**src/rtl/dmac_pkg.sv**
```systemverilog
package dmac_pkg;

  // register byte offsets; channel registers are further offset by channel * stride
  localparam logic [7:0] OFS_MODE    = 8'h00;
  localparam logic [7:0] OFS_START   = 8'h10;
  localparam logic [7:0] OFS_LEN     = 8'h18;
  localparam logic [7:0] OFS_LIVEADR = 8'h20;
  localparam logic [7:0] OFS_LIVELEN = 8'h28;
  localparam logic [7:0] OFS_RUN     = 8'h30;
  localparam logic [7:0] OFS_MASK    = 8'h40;
  localparam logic [7:0] OFS_STAT    = 8'h44;
  localparam logic [7:0] OFS_CLR     = 8'h48;

  // writable mode bits: transmit buffering (12), receive-end (8), wait count (5:4)
  localparam logic [31:0] MODE_KEEP = 32'h0000_1130;
  localparam int WAIT_LSB = 4;

  // per-channel strobes from control to datapath
  typedef struct packed {
    logic load;   // copy start registers into live registers
    logic step;   // one beat accepted this cycle
  } dpStrobe_t;

endpackage

```
**src/rtl/dmac_datapath.sv**
```systemverilog
module dmac_datapath
  import dmac_pkg::*;
#(
  parameter int NCH = 2,
  parameter int AW  = 32,
  parameter int CW  = 26,
  parameter int DW  = 32,
  localparam int CHW = (NCH > 1) ? $clog2(NCH) : 1,
  localparam int BW  = DW / 8
) (
  input  logic              clk,
  input  logic              rstN,
  input  dpStrobe_t         strobe     [NCH],
  input  logic [AW-1:0]     startAddr  [NCH],
  input  logic [CW-1:0]     startLen   [NCH],
  input  logic [CHW-1:0]    sel,
  input  logic [NCH*DW-1:0] fifoData,
  output logic [AW-1:0]     liveAddr   [NCH],
  output logic [CW-1:0]     liveLen    [NCH],
  output logic [NCH-1:0]    lenZero,
  output logic [AW-1:0]     memAddr,
  output logic [BW-1:0]     memByteEn,
  output logic [DW-1:0]     memWdata
);

  localparam int SZW = $clog2(BW) + 1;

  logic [SZW-1:0] beatBytes [NCH];

  for (genvar c = 0; c < NCH; c++) begin : g_ch
    always_comb begin
      if (liveLen[c] >= CW'(BW)) beatBytes[c] = SZW'(BW);
      else                        beatBytes[c] = SZW'(liveLen[c]);
    end

    assign lenZero[c] = (liveLen[c] == '0);

    always_ff @(posedge clk) begin
      if (!rstN) begin
        liveAddr[c] <= '0;
        liveLen[c]  <= '0;
      end else if (strobe[c].load) begin
        liveAddr[c] <= startAddr[c];
        liveLen[c]  <= startLen[c];
      end else if (strobe[c].step) begin
        liveAddr[c] <= liveAddr[c] + AW'(beatBytes[c]);
        liveLen[c]  <= liveLen[c] - CW'(beatBytes[c]);
      end
    end
  end

  // beat presented on the memory port comes from the selected channel
  always_comb begin
    memAddr   = liveAddr[sel];
    memWdata  = fifoData[sel*DW +: DW];
    memByteEn = BW'((1 << beatBytes[sel]) - 1);
  end

endmodule

```
**src/rtl/dmac_ctrl.sv**
```systemverilog
module dmac_ctrl
  import dmac_pkg::*;
#(
  parameter int NCH       = 2,
  parameter int AW        = 32,
  parameter int CW        = 26,
  parameter int RAW       = 8,
  parameter int CH_STRIDE = 4,
  localparam int CHW = (NCH > 1) ? $clog2(NCH) : 1
) (
  input  logic           clk,
  input  logic           rstN,
  input  logic           regWr,
  input  logic [RAW-1:0] regAddr,
  input  logic [31:0]    regWdata,
  output logic [31:0]    regRdata,
  input  logic [NCH-1:0] fifoValid,
  output logic [NCH-1:0] fifoPop,
  input  logic           memGnt,
  output logic           memReq,
  output logic [CHW-1:0] sel,
  output logic           irq,
  output dpStrobe_t      strobe    [NCH],
  output logic [AW-1:0]  startAddr [NCH],
  output logic [CW-1:0]  startLen  [NCH],
  input  logic [AW-1:0]  liveAddr  [NCH],
  input  logic [CW-1:0]  liveLen   [NCH],
  input  logic [NCH-1:0] lenZero
);

  function automatic logic [RAW-1:0] chReg(logic [7:0] ofs, int c);
    return RAW'(int'(ofs) + c * CH_STRIDE);
  endfunction

  logic [31:0]    modeWord [NCH];
  logic [1:0]     waitCnt  [NCH];
  logic [NCH-1:0] chEn, req, done, stepV, wrRun;
  logic [NCH-1:0] intMask, intStat, clrBits;

  always_comb begin
    for (int c = 0; c < NCH; c++) begin
      wrRun[c] = regWr && (regAddr == chReg(OFS_RUN, c));
      done[c]  = chEn[c] && lenZero[c] && !wrRun[c];
      req[c]   = chEn[c] && fifoValid[c] && !lenZero[c] && (waitCnt[c] == 2'd0);
      strobe[c].load = wrRun[c] && regWdata[0];
      strobe[c].step = stepV[c];
    end
  end

  // fixed priority: lowest channel index wins
  always_comb begin
    sel = '0;
    for (int c = NCH - 1; c >= 0; c--) begin
      if (req[c]) sel = CHW'(c);
    end
    memReq = |req;
    stepV  = '0;
    stepV[sel] = memReq && memGnt;
    fifoPop = stepV;
  end

  assign clrBits = (regWr && regAddr == RAW'(OFS_CLR)) ? regWdata[NCH-1:0] : '0;

  always_ff @(posedge clk) begin
    if (!rstN) begin
      chEn    <= '0;
      intMask <= '0;
      intStat <= '0;
      for (int c = 0; c < NCH; c++) begin
        modeWord[c]  <= '0;
        startAddr[c] <= '0;
        startLen[c]  <= '0;
        waitCnt[c]   <= '0;
      end
    end else begin
      if (regWr && regAddr == RAW'(OFS_MASK)) intMask <= regWdata[NCH-1:0];
      intStat <= (intStat & ~clrBits) | done;
      for (int c = 0; c < NCH; c++) begin
        if (regWr && regAddr == chReg(OFS_MODE, c))  modeWord[c]  <= regWdata & MODE_KEEP;
        if (regWr && regAddr == chReg(OFS_START, c)) startAddr[c] <= regWdata[AW-1:0];
        if (regWr && regAddr == chReg(OFS_LEN, c))   startLen[c]  <= regWdata[CW-1:0];
        if (wrRun[c])     chEn[c] <= regWdata[0];
        else if (done[c]) chEn[c] <= 1'b0;
        if (wrRun[c])               waitCnt[c] <= 2'd0;
        else if (stepV[c])          waitCnt[c] <= modeWord[c][WAIT_LSB +: 2];
        else if (waitCnt[c] != '0)  waitCnt[c] <= waitCnt[c] - 2'd1;
      end
    end
  end

  assign irq = |(intStat & intMask);

  always_comb begin
    regRdata = '0;
    for (int c = 0; c < NCH; c++) begin
      if (regAddr == chReg(OFS_MODE, c))    regRdata = modeWord[c];
      if (regAddr == chReg(OFS_START, c))   regRdata = 32'(startAddr[c]);
      if (regAddr == chReg(OFS_LEN, c))     regRdata = 32'(startLen[c]);
      if (regAddr == chReg(OFS_LIVEADR, c)) regRdata = 32'(liveAddr[c]);
      if (regAddr == chReg(OFS_LIVELEN, c)) regRdata = 32'(liveLen[c]);
      if (regAddr == chReg(OFS_RUN, c))     regRdata = 32'(chEn[c]);
    end
    if (regAddr == RAW'(OFS_MASK)) regRdata = 32'(intMask);
    if (regAddr == RAW'(OFS_STAT)) regRdata = 32'(intStat);
  end

endmodule

```
**src/rtl/dual_dma_ctrl.sv**
```systemverilog
module dual_dma_ctrl
  import dmac_pkg::*;
#(
  parameter int NCH       = 2,
  parameter int AW        = 32,
  parameter int CW        = 26,
  parameter int DW        = 32,
  parameter int RAW       = 8,
  parameter int CH_STRIDE = 4,
  localparam int CHW = (NCH > 1) ? $clog2(NCH) : 1,
  localparam int BW  = DW / 8
) (
  input  logic              clk,
  input  logic              rstN,
  input  logic              regWr,
  input  logic [RAW-1:0]    regAddr,
  input  logic [31:0]       regWdata,
  output logic [31:0]       regRdata,
  input  logic [NCH-1:0]    fifoValid,
  input  logic [NCH*DW-1:0] fifoData,
  output logic [NCH-1:0]    fifoPop,
  output logic              memReq,
  input  logic              memGnt,
  output logic [CHW-1:0]    memChan,
  output logic [AW-1:0]     memAddr,
  output logic [BW-1:0]     memByteEn,
  output logic [DW-1:0]     memWdata,
  output logic              irq
);

  dpStrobe_t      strobe    [NCH];
  logic [AW-1:0]  startAddr [NCH];
  logic [CW-1:0]  startLen  [NCH];
  logic [AW-1:0]  liveAddr  [NCH];
  logic [CW-1:0]  liveLen   [NCH];
  logic [NCH-1:0] lenZero;

  dmac_ctrl #(.NCH(NCH), .AW(AW), .CW(CW), .RAW(RAW), .CH_STRIDE(CH_STRIDE)) u_ctrl (
    .clk(clk), .rstN(rstN), .regWr(regWr), .regAddr(regAddr), .regWdata(regWdata),
    .regRdata(regRdata), .fifoValid(fifoValid), .fifoPop(fifoPop), .memGnt(memGnt),
    .memReq(memReq), .sel(memChan), .irq(irq), .strobe(strobe), .startAddr(startAddr),
    .startLen(startLen), .liveAddr(liveAddr), .liveLen(liveLen), .lenZero(lenZero)
  );

  dmac_datapath #(.NCH(NCH), .AW(AW), .CW(CW), .DW(DW)) u_dp (
    .clk(clk), .rstN(rstN), .strobe(strobe), .startAddr(startAddr), .startLen(startLen),
    .sel(memChan), .fifoData(fifoData), .liveAddr(liveAddr), .liveLen(liveLen),
    .lenZero(lenZero), .memAddr(memAddr), .memByteEn(memByteEn), .memWdata(memWdata)
  );

endmodule

```
**config.mk**
```make
export PLATFORM = sky130hd
export DESIGN_NAME = dual_dma_ctrl
export DESIGN_NICKNAME = d
export VERILOG_FILES = /design/src/rtl/dmac_pkg.sv /design/src/rtl/dmac_datapath.sv /design/src/rtl/dmac_ctrl.sv /design/src/rtl/dual_dma_ctrl.sv
export SDC_FILE = /design/constraint.sdc
export NUM_CORES = 1
export LEC_CHECK = 0
export BUFFER_PORTS_ARGS = -buffer_cell sky130_fd_sc_hd__buf_2
export CAP_MARGIN = 5
export CORE_UTILIZATION = 44
export CTS_CLUSTER_DIAMETER = 30
export DETAILED_ROUTE_END_ITERATION = 8
export SLEW_MARGIN = 25
export SYNTH_ARGS = -nofsm -noshare
export SYNTH_HDL_FRONTEND = slang
export SYNTH_SLANG_ARGS = --single-unit
```
**constraint.sdc**
```tcl
create_clock -name clk -period 5.3 [get_ports clk]
set_input_delay 1.325 -clock clk [delete_from_list [all_inputs] [get_ports clk]]
set_output_delay 1.325 -clock clk [all_outputs]
set_load 0.02 [all_outputs]
```
==> metrics, run 1 <==
status finished with violations; violated checks slew limit; top-count cell post-synth nand2_1; Initial Util 45.2%; fraction of layout cells with a size suffix above 1 between 20% and 30%; Ports 215; final instance area 18200 um^2; Yosys top cell by area dfxtp_1; Yosys reg bits 250; maxcap violations 0; Setup Skew about 14 ps; final setup violation count 0; synthesized area per cell between 7 and 8 um^2; R2R depth 15; H-tree Lvls 2; synthesis-to-layout area growth 25.9%; routed wire length per instance between 20 and 25 um; fin util 56.9%; DP HPWL approximately 44 mm; vias in the first global route around 15000; GRT Residual Overflow 0; post-synthesis sequential area ratio a little over a third; Nets between 2000 and 2500; max-slew violations 12; antenna violations before repair 1; I/O Buffers between 200 and 250; hold_buf cts 0; maximum vdd drop approximately 330 uV; Iter 0 DRT Violations just over 2000; synth cell count leaders nand2_1 (381), dfxtp_1 (238), a21oi_1 (213); Max Clock Freq a little under 200 MHz; worst path required time slightly below 4000 ps; Die ar. ~34000 um^2; worst hold path type register to register; Area contributors post-synth dfxtp_1 (33%), nand2_1 (9.9%), a21oi_1 (7.4%); Tightest Pin Transition 2150 ps; # fillers roughly 3100; Post-Syn Area roughly 14000 um^2; CTS tree built; Clock Tree Root clkbuf_16; total CTS buffers 60; CP endpoint kind primary output; Netlist cell types 64; CTS clk-pin slew, worst paths around 40 ps; first-pass GRT wire length between 90 and 100 mm; detailed-route via count about 16000; Syn Inst Count approximately 1900; row cnt 65; top cell type's share of synthesized area around 33%; dpl cell area 16100 um^2; largest net degree at the start of global routing about 80; final WL 62.0 mm; CP startpoint kind register; vias per inst around 6.3; Post-synth EDFFs 12; drt first pass iters 6; setup tns final 0 ps; Final Hold Fails 0; synth warn 0; leak pwr between 0.006 and 0.007 uW; DRC Markers 0; CP Class register to primary output; Synth async-reset ratio 0%; Post-synth top flop dfxtp_1; CTS Sinks 250; clk_lat worst skew approximately 580 ps; PD cells roughly 330 nW/um^2; Core Region about 32000 um^2; ANT cells 0; worst rel slew slack -45.1%; hold path cells 2; Die Span Y about 180 um; Total GRT Usage 36.2%; min cycle time layout around 5200 ps; number of routed nets with antenna violations 0; global placer's final weighted congestion roughly 0.96; Final Cycle Share between 90% and 100%; Die W roughly 180 um; CP arrival just under 4000 ps; RSZ-0062 raised after global routing false; CP Max Fanout 18; Max Buffers Root-to-Sink 3
[repair_timing]
item,4_1_cts,5_1_grt
resized for setup,1,3
endpoints found under the setup margin,1,48
buffers inserted,2,0
gates cloned,1,0
pin swaps,1,1
[path summary, 6_finish.rpt]
check / start / endpoint / slack [ps]
max: u_dp.liveLen[32]$_SDFFE_PN0P_ / memByteEn[2] / 100
min: u_ctrl.startAddr[15]$_SDFFE_PN0P_ / u_ctrl.startAddr[15]$_SDFFE_PN0P_ / 460
max reg2reg: u_dp.liveLen[3]$_SDFFE_PN0P_ / u_dp.liveAddr[28]$_SDFFE_PN0P_ / 580
min reg2reg: u_ctrl.startAddr[15]$_SDFFE_PN0P_ / u_ctrl.startAddr[15]$_SDFFE_PN0P_ / 460
[where the power goes]
part           internal [uW]  switching, uW
sequential              1930           10.9
clock                   2600           1130
combinational            108            211
total                   4640           1350
[through the flow]
step / setup slack (ps) / hold slack [ps] / power (uW) / std cells
floorplan: 233 / 439 / 2140 / 1910
global placement: 283 / 452 / 2280 / 2458
detailed placement: 243 / 456 / 2280 / 2458
CTS: 3.70 / 461 / 6000 / 2571
global route: 14.6 / 490 / 6150 / 2571
finish: 95.6 / 461 / 5990 / 2571
[cell families (layout without fill, tap and decap cells)]
family,after synthesis,count (layout),share of synthesized area [%]
fa+ha+maj,15,15,1.40
compound gates,578,578,24.4
flops,250,250,35.5
other cells,1,2,0.0260
simple gates,731,731,23.5
buf+inv,185,411,4.95
xor+xnor,79,79,4.79
mux,70,70,5.38
[critical path: stages (launching register included)]
cell      delay, ps
dfxtp_1         360
or4_4           600
or4_4           470
or4_4           580
a211oi_4        270
buf_4           190
buf_12          180
a31oi_1         110
ha_1            230
xnor2_1         140
buf_2           180
[cell type report]
cell class,instances,area (um^2),share of cell area [%]
clock inverter,35,419,2.30
inverter,26,100,0.550
multi-input combinational,1475,8710,47.9
clock buffer,75,1650,9.06
timing repair buffer,275,1640,9.02
sequential,250,5120,28.2
tap,435,544,2.99
[sequential cells by signal (all words and copies together), names as in the netlist]
| name | cells |
|---|---|
| u_ctrl.chEn | 2 |
| u_ctrl.intMask | 2 |
| u_ctrl.intStat | 2 |
| u_ctrl.modeWord | 8 |
| u_ctrl.startAddr | 64 |
| u_ctrl.startLen | 52 |
| u_ctrl.waitCnt | 4 |
| u_dp.liveAddr | 64 |
| u_dp.liveLen | 52 |
[placed cells by master, fill, tap and decap left out, drive strengths merged, types with 17 or more instances in the layout]
cell	count
nand3	55
o31ai	18
nand4	20
o21ai	124
or3	31
nor4	39
mux2	61
a211oi	49
clkbuf	75
xnor2	73
buf	274
a31oi	41
a2111oi	21
nand2	381
or4	28
a21oi	213
clkinv	21
o221ai	17
dfxtp	238
a22oi	39
inv	28
nor2	96
and3	19
[per-layer routing]
metal	up-vias	GRT usage [%]	wire length, um
met5	-	0	13
met4	2	10.4	1360
met3	110	9.73	8700
met2	1078	50.6	25100
met1	7664	53.7	26700
li1	7324	-	-
Power figures use the tool's default switching activity.
==> inputs of run 2 (changes only) <==
--- a/config.mk
+++ b/config.mk
@@ -10,6 +10,8 @@
 export CORE_UTILIZATION = 44
 export CTS_CLUSTER_DIAMETER = 30
 export DETAILED_ROUTE_END_ITERATION = 8
+export GPL_TIMING_DRIVEN = 0
+export SETUP_SLACK_MARGIN = 0.5
 export SLEW_MARGIN = 25
 export SYNTH_ARGS = -nofsm -noshare
 export SYNTH_HDL_FRONTEND = slang
==> run 2 against run 1 <==
Net effect:
- the flow now finishes without violations
- total power grew 11%
- setup slack gained 59 ps
- sequential share of layout area fell by 3.5 points
- combinational power up 18%
- critical path depth did not move
- sequential power about the same
- register-to-register slack improved by 130 ps
- wire length up 15%
- via count is 7.3% higher
- largest power group unchanged
==> metrics, run 2 (synthesis results as in run 1) <==
CP Class register to primary output; sequential share of power 29.3%; global placer's final weighted congestion around 1.0; most common cell after layout, fill and taps aside nand2_1; total CTS buffers just under 70; Ports 215; CP endpoint kind primary output; final setup violation count 0; Setup Skew 28.2 ps; first-pass GRT wire length around 100 mm; Core Region 32000 um^2; vias in the first global route approximately 16000; maximum vdd drop ~400 uV; Comb pwr share about 5.7%; final setup margin ~150 ps; CTS clk-pin slew, worst paths around 50 ps; row cnt between 60 and 70; Setup WS pre-CTS -780 ps; CTS Sinks between 200 and 300; Nets ~2400; GRT Residual Overflow 0; DP HPWL ~52 mm; Die Span Y roughly 180 um; P_sw approximately 1500 uW; Final Instance Count excl. Fillers between 2000 and 3000; worst hold path type register to register; dpl cells between 2000 and 3000; Largest regs u_ctrl.startAddr: 64 flops, u_dp.liveAddr: 64 flops; worst rel slew slack 21.4%; Die W 183 um; CP Max Fanout 9; internal power around 5000 uW; PD cells between 300 and 400 nW/um^2; worst path required time about 4000 ps; crit-path most repeated cell or4_4; final WL just over 70 mm; hold path cells 2; largest net degree at the start of global routing 11; Max Buffers Root-to-Sink 3; Initial Util a little under half; CP cell instances or4_4 -> or4_4 -> or4_4 -> buf_8 -> a211oi_2 -> buf_4 -> buf_12 -> buf_12 -> mux2_2 -> buf_2; Iter 0 DRT Violations 2219; CP startpoint kind register; CTS tree built; switching share of power approximately a quarter; clock power share roughly 65%; maxcap violations 0; I/O Buffers roughly 210; synthesis-to-layout area growth 43.9%; RSZ-0062 raised after global routing true; Total GRT Usage between 40% and 50%; Die ar. 33600 um^2; hold_buf cts 0; drt first pass iters 9; detailed-route via count approximately 17000; Final Hold Fails 0; routed wire length per instance ~26 um; vias per inst 6.30; antenna violations before repair 0; status complete, no violations; Max Clock Freq approximately 200 MHz; Final Cycle Share 97.1%; Clock Tree Root clkbuf_16; H-tree Lvls 3; CP arrival 3820 ps; R2R depth 16; clk_lat worst skew 560 ps; max-slew violations 0; fraction of layout cells with a size suffix above 1 just under 30%; leak pwr 0.00775 uW; CP max-delay cell or4_4; Tightest Pin Transition 1170 ps; min cycle time layout approximately 5100 ps; number of routed nets with antenna violations 0; DRC Markers 0; Worst path max stage delay ~560 ps; most frequent cells in the layout nand2_1 (376), dfxtp_1 (233), a21oi_1 (174); Tot Pwr about 6600 uW
==> run 2: cell types whose count changed in the layout (fill, tap and decap cells not counted), sizes merged <==
cell	previous run	this run
bufinv	9	8
clkinvlp	3	8
clkbuf	75	229
diode	0	1
clkinv	21	16
buf	274	304
bufbuf	1	0
==> run 2: per-stage QoR <==
step           instance area (um^2)  TNS, ps  hold slack (ps)  utilization (%)
2_1_floorplan                 14600        0              439                -
3_3_place_gp                  16200   -16910              454             50.6
3_5_place_dp                  16200   -15440              457             50.8
4_1_cts                       20200        0              463             63.1
5_1_grt                       20800        0              493             65.0
6_report                      20800        0              463             65.0
==> run 2: per-layer routing <==
layer  track usage, %  vias up  wire [um]
li1                 -     7695          -
met1             53.2     8203      28400
met2             63.1     1198      30700
met3             11.1      258       8570
met4             22.1        0       3690
met5            0.148        -          0
==> run 2: worst paths after layout <==
| check | slack [ps] | startpoint | to |
|---|---|---|---|
| hold reg to reg | 460 | u_ctrl.startLen[3]$_SDFFE_PN0P_ | u_ctrl.startLen[3]$_SDFFE_PN0P_ |
| hold / removal | 460 | u_ctrl.startLen[3]$_SDFFE_PN0P_ | u_ctrl.startLen[3]$_SDFFE_PN0P_ |
| setup reg to reg | 710 | u_dp.liveLen[3]$_SDFFE_PN0P_ | u_dp.liveAddr[22]$_SDFFE_PN0P_ |
| setup / recovery | 150 | u_dp.liveLen[30]$_SDFFE_PN0P_ | memAddr[13] |
==> run 2: power by group through the flow <==
stage               clock [uW]  sequential, uW  combinational (uW)
CTS                       4300            1940                 355
global placement             0            1970                 325
detailed placement           0            1970                 333
global route              4410            1940                 398
finish                    4300            1940                 376
floorplan                    0            1970                 177
==> run 2: cell type report <==
class                   instances  area (um^2)
multi-input cells            1475         9630
plain buffers                 159          908
repair buffers                284         2050
clock inverters                34          417
inverters                      26         97.6
well taps                     435          544
fillers                      2776        11200
diodes                          1         2.50
flip-flops and latches        250         5130
clock buffers                  90         2000
==> run 2: worst max-delay path, delay by kind of cell, from the launching register on <==
kind,cells,cell delay [ps]
and+or+nand+nor,3,1510
AOI/OAI and AO/OA,1,180
DFF,1,330
muxes,1,370
buffers and inverters,5,840
==> run 2: timing repair <==
item	in CTS	in global routing
gates cloned	4	5
endpoints found under the setup margin	108	108
pin swaps	92	83
gates resized for setup	283	106
setup buffers	43	19
==> inputs of run 3 (changes only) <==
--- a/config.mk
+++ b/config.mk
@@ -8,6 +8,7 @@
 export BUFFER_PORTS_ARGS = -buffer_cell sky130_fd_sc_hd__buf_2
 export CAP_MARGIN = 5
 export CORE_UTILIZATION = 44
+export CTS_BUF_LIST = sky130_fd_sc_hd__clkbuf_8
 export CTS_CLUSTER_DIAMETER = 30
 export DETAILED_ROUTE_END_ITERATION = 8
 export GPL_TIMING_DRIVEN = 0
==> run 3 against run 2 <==
Net effect:
- critical path type unchanged
- sequential share of layout area up 0.65 points
- clock power down 28%
- clock skew up 10 ps
- critical endpoint is now memAddr[12]
- via count down 0.39%
- maximum frequency down 0.60%
- die area unchanged
- cell count up 0.11%
- total power down 18%
- count of clock-buffer cells in the layout down 5
- flip-flop and latch count unchanged
- global-route usage down 0.34 points
==> metrics, run 3 (synthesis results as in run 1) <==
clock power share between 50% and 60%; reg2reg setup slack between 700 and 800 ps; vias per inst 6.27; GRT Residual Overflow 0; Setup Skew approximately 38 ps; status complete, no violations; Clock Tree Root clkbuf_8; CTS Sinks 250; H-tree Lvls 3; maxcap violations 0; CTS tree built; max-slew violations 0; maximum vdd drop roughly 360 uV; worst path required time roughly 4000 ps; largest net degree at the start of global routing 11; Iter 0 DRT Violations roughly 1900; multi-input logic area roughly 9700 um^2; Die W 183 um; Ports about 220; CP endpoint kind primary output; min cycle time layout 5180 ps; Largest regs u_ctrl.startAddr: 64 flops, u_dp.liveAddr: 64 flops; Final Cycle Share between 90% and 100%; detailed-route via count roughly 17000; Final Hold Fails 0; clk_lat worst skew ~600 ps; Max Clock Freq approximately 190 MHz; final setup margin roughly 120 ps; leak pwr between 0.007 and 0.008 uW; first-pass GRT wire length between 100 and 150 mm; final setup violation count 0; Core Region around 32000 um^2; antenna violations before repair 0; final WL about 71 mm; DRC Markers 0; worst hold path type register to register; WHS between 400 and 500 ps; fin util a little under two thirds; worst rel slew slack 22.3%; routed wire length per instance 25.7 um; Comb pwr share a little over 7%; synthesis-to-layout area growth 40.2%; Die Span Y between 150 and 200 um; CP startpoint kind register; Initial Util 45.2%; PD cells approximately 270 nW/um^2; CP arrival about 3900 ps; Total GRT Usage between 40% and 50%; fraction of layout cells with a size suffix above 1 just under 30%; hold path cells 2; DP HPWL approximately 52 mm; global placer's final weighted congestion between 1 and 1.5; number of routed nets with antenna violations 0; sequential share of power between 30% and 40%; RSZ-0062 raised after global routing true; most frequent cells in the layout nand2_1 (375), dfxtp_1 (233), a21oi_1 (176); Tot Pwr ~5400 uW; Nets approximately 2400; R2R depth 16; # fillers about 2900; Register Area ~5000 um^2; CP Class register to primary output; internal power approximately 4100 uW; switching share of power about a quarter; Die ar. approximately 34000 um^2; Tightest Pin Transition between 1000 and 1500 ps; I/O Buffers roughly 210; most common cell after layout, fill and taps aside nand2_1; total CTS buffers just under 70; P_sw 1350 uW; Max Buffers Root-to-Sink 3; drt first pass iters 6; row cnt 65; CP Max Fanout 9; ANT cells 0; vias in the first global route between 15000 and 20000; CTS clk-pin slew, worst paths about 60 ps; Setup WS pre-CTS -780 ps
## run 3: critical path: stages, from the launching register on
cell       delay, ps
dfxtp_4          340
or4_4            520
or4_4            430
or4_4            560
buf_8            170
a211oi_2         180
buf_4            190
buf_12           170
clkbuf_16        180
mux2_4           330
buf_4            170
## run 3: cell type report
class                      count  area share (%)
sequential                   250            25.4
timing repair buffer         289            10.9
clock buffer                  85            5.78
clock inverter                38            2.40
buffer                       159            4.58
tap                          435            2.69
inverter                      26           0.482
multi-input combinational   1475            47.9
## run 3: repair_timing
action	in CTS	in global routing
hold buffers	0	0
resized for setup	281	158
pin swaps	78	84
gates cloned	3	5
setup endpoints to repair	108	108
buffers inserted	51	17
## run 3: layer usage
metal	global-route usage [%]	up-vias	share of wire, %
met3	10.5	217	12
li1	-	7698	-
met4	22.0	0	5.3
met2	62.6	1198	43
met1	53.1	8173	39
met5	0	-	0
## run 3: power by group through the flow
stage / logic, uW / clock network, uW / registers [uW]
CTS: 354 / 3080 / 1930
detailed placement: 333 / 0 / 1970
global route: 403 / 3180 / 1940
global placement: 325 / 0 / 1970
floorplan: 177 / 0 / 1970
finish: 381 / 3090 / 1940
## run 3: worst paths after layout
path,startpoint,endpoint
max,u_dp.liveLen[30]$_SDFFE_PN0P_,memAddr[12]
min,u_ctrl.startLen[3]$_SDFFE_PN0P_,u_ctrl.startLen[3]$_SDFFE_PN0P_
max reg2reg,u_dp.liveLen[3]$_SDFFE_PN0P_,u_dp.liveAddr[22]$_SDFFE_PN0P_
min reg2reg,u_ctrl.startLen[3]$_SDFFE_PN0P_,u_ctrl.startLen[3]$_SDFFE_PN0P_
## run 3: metrics by stage
stage          TNS, ps  instances  cell area (um^2)
2_1_floorplan        0       1910             14600
6_report             0       2757             20300
4_1_cts              0       2735             19400
3_5_place_dp    -15440       2558             16200
3_3_place_gp    -16910       2556             16200
5_1_grt              0       2757             20300
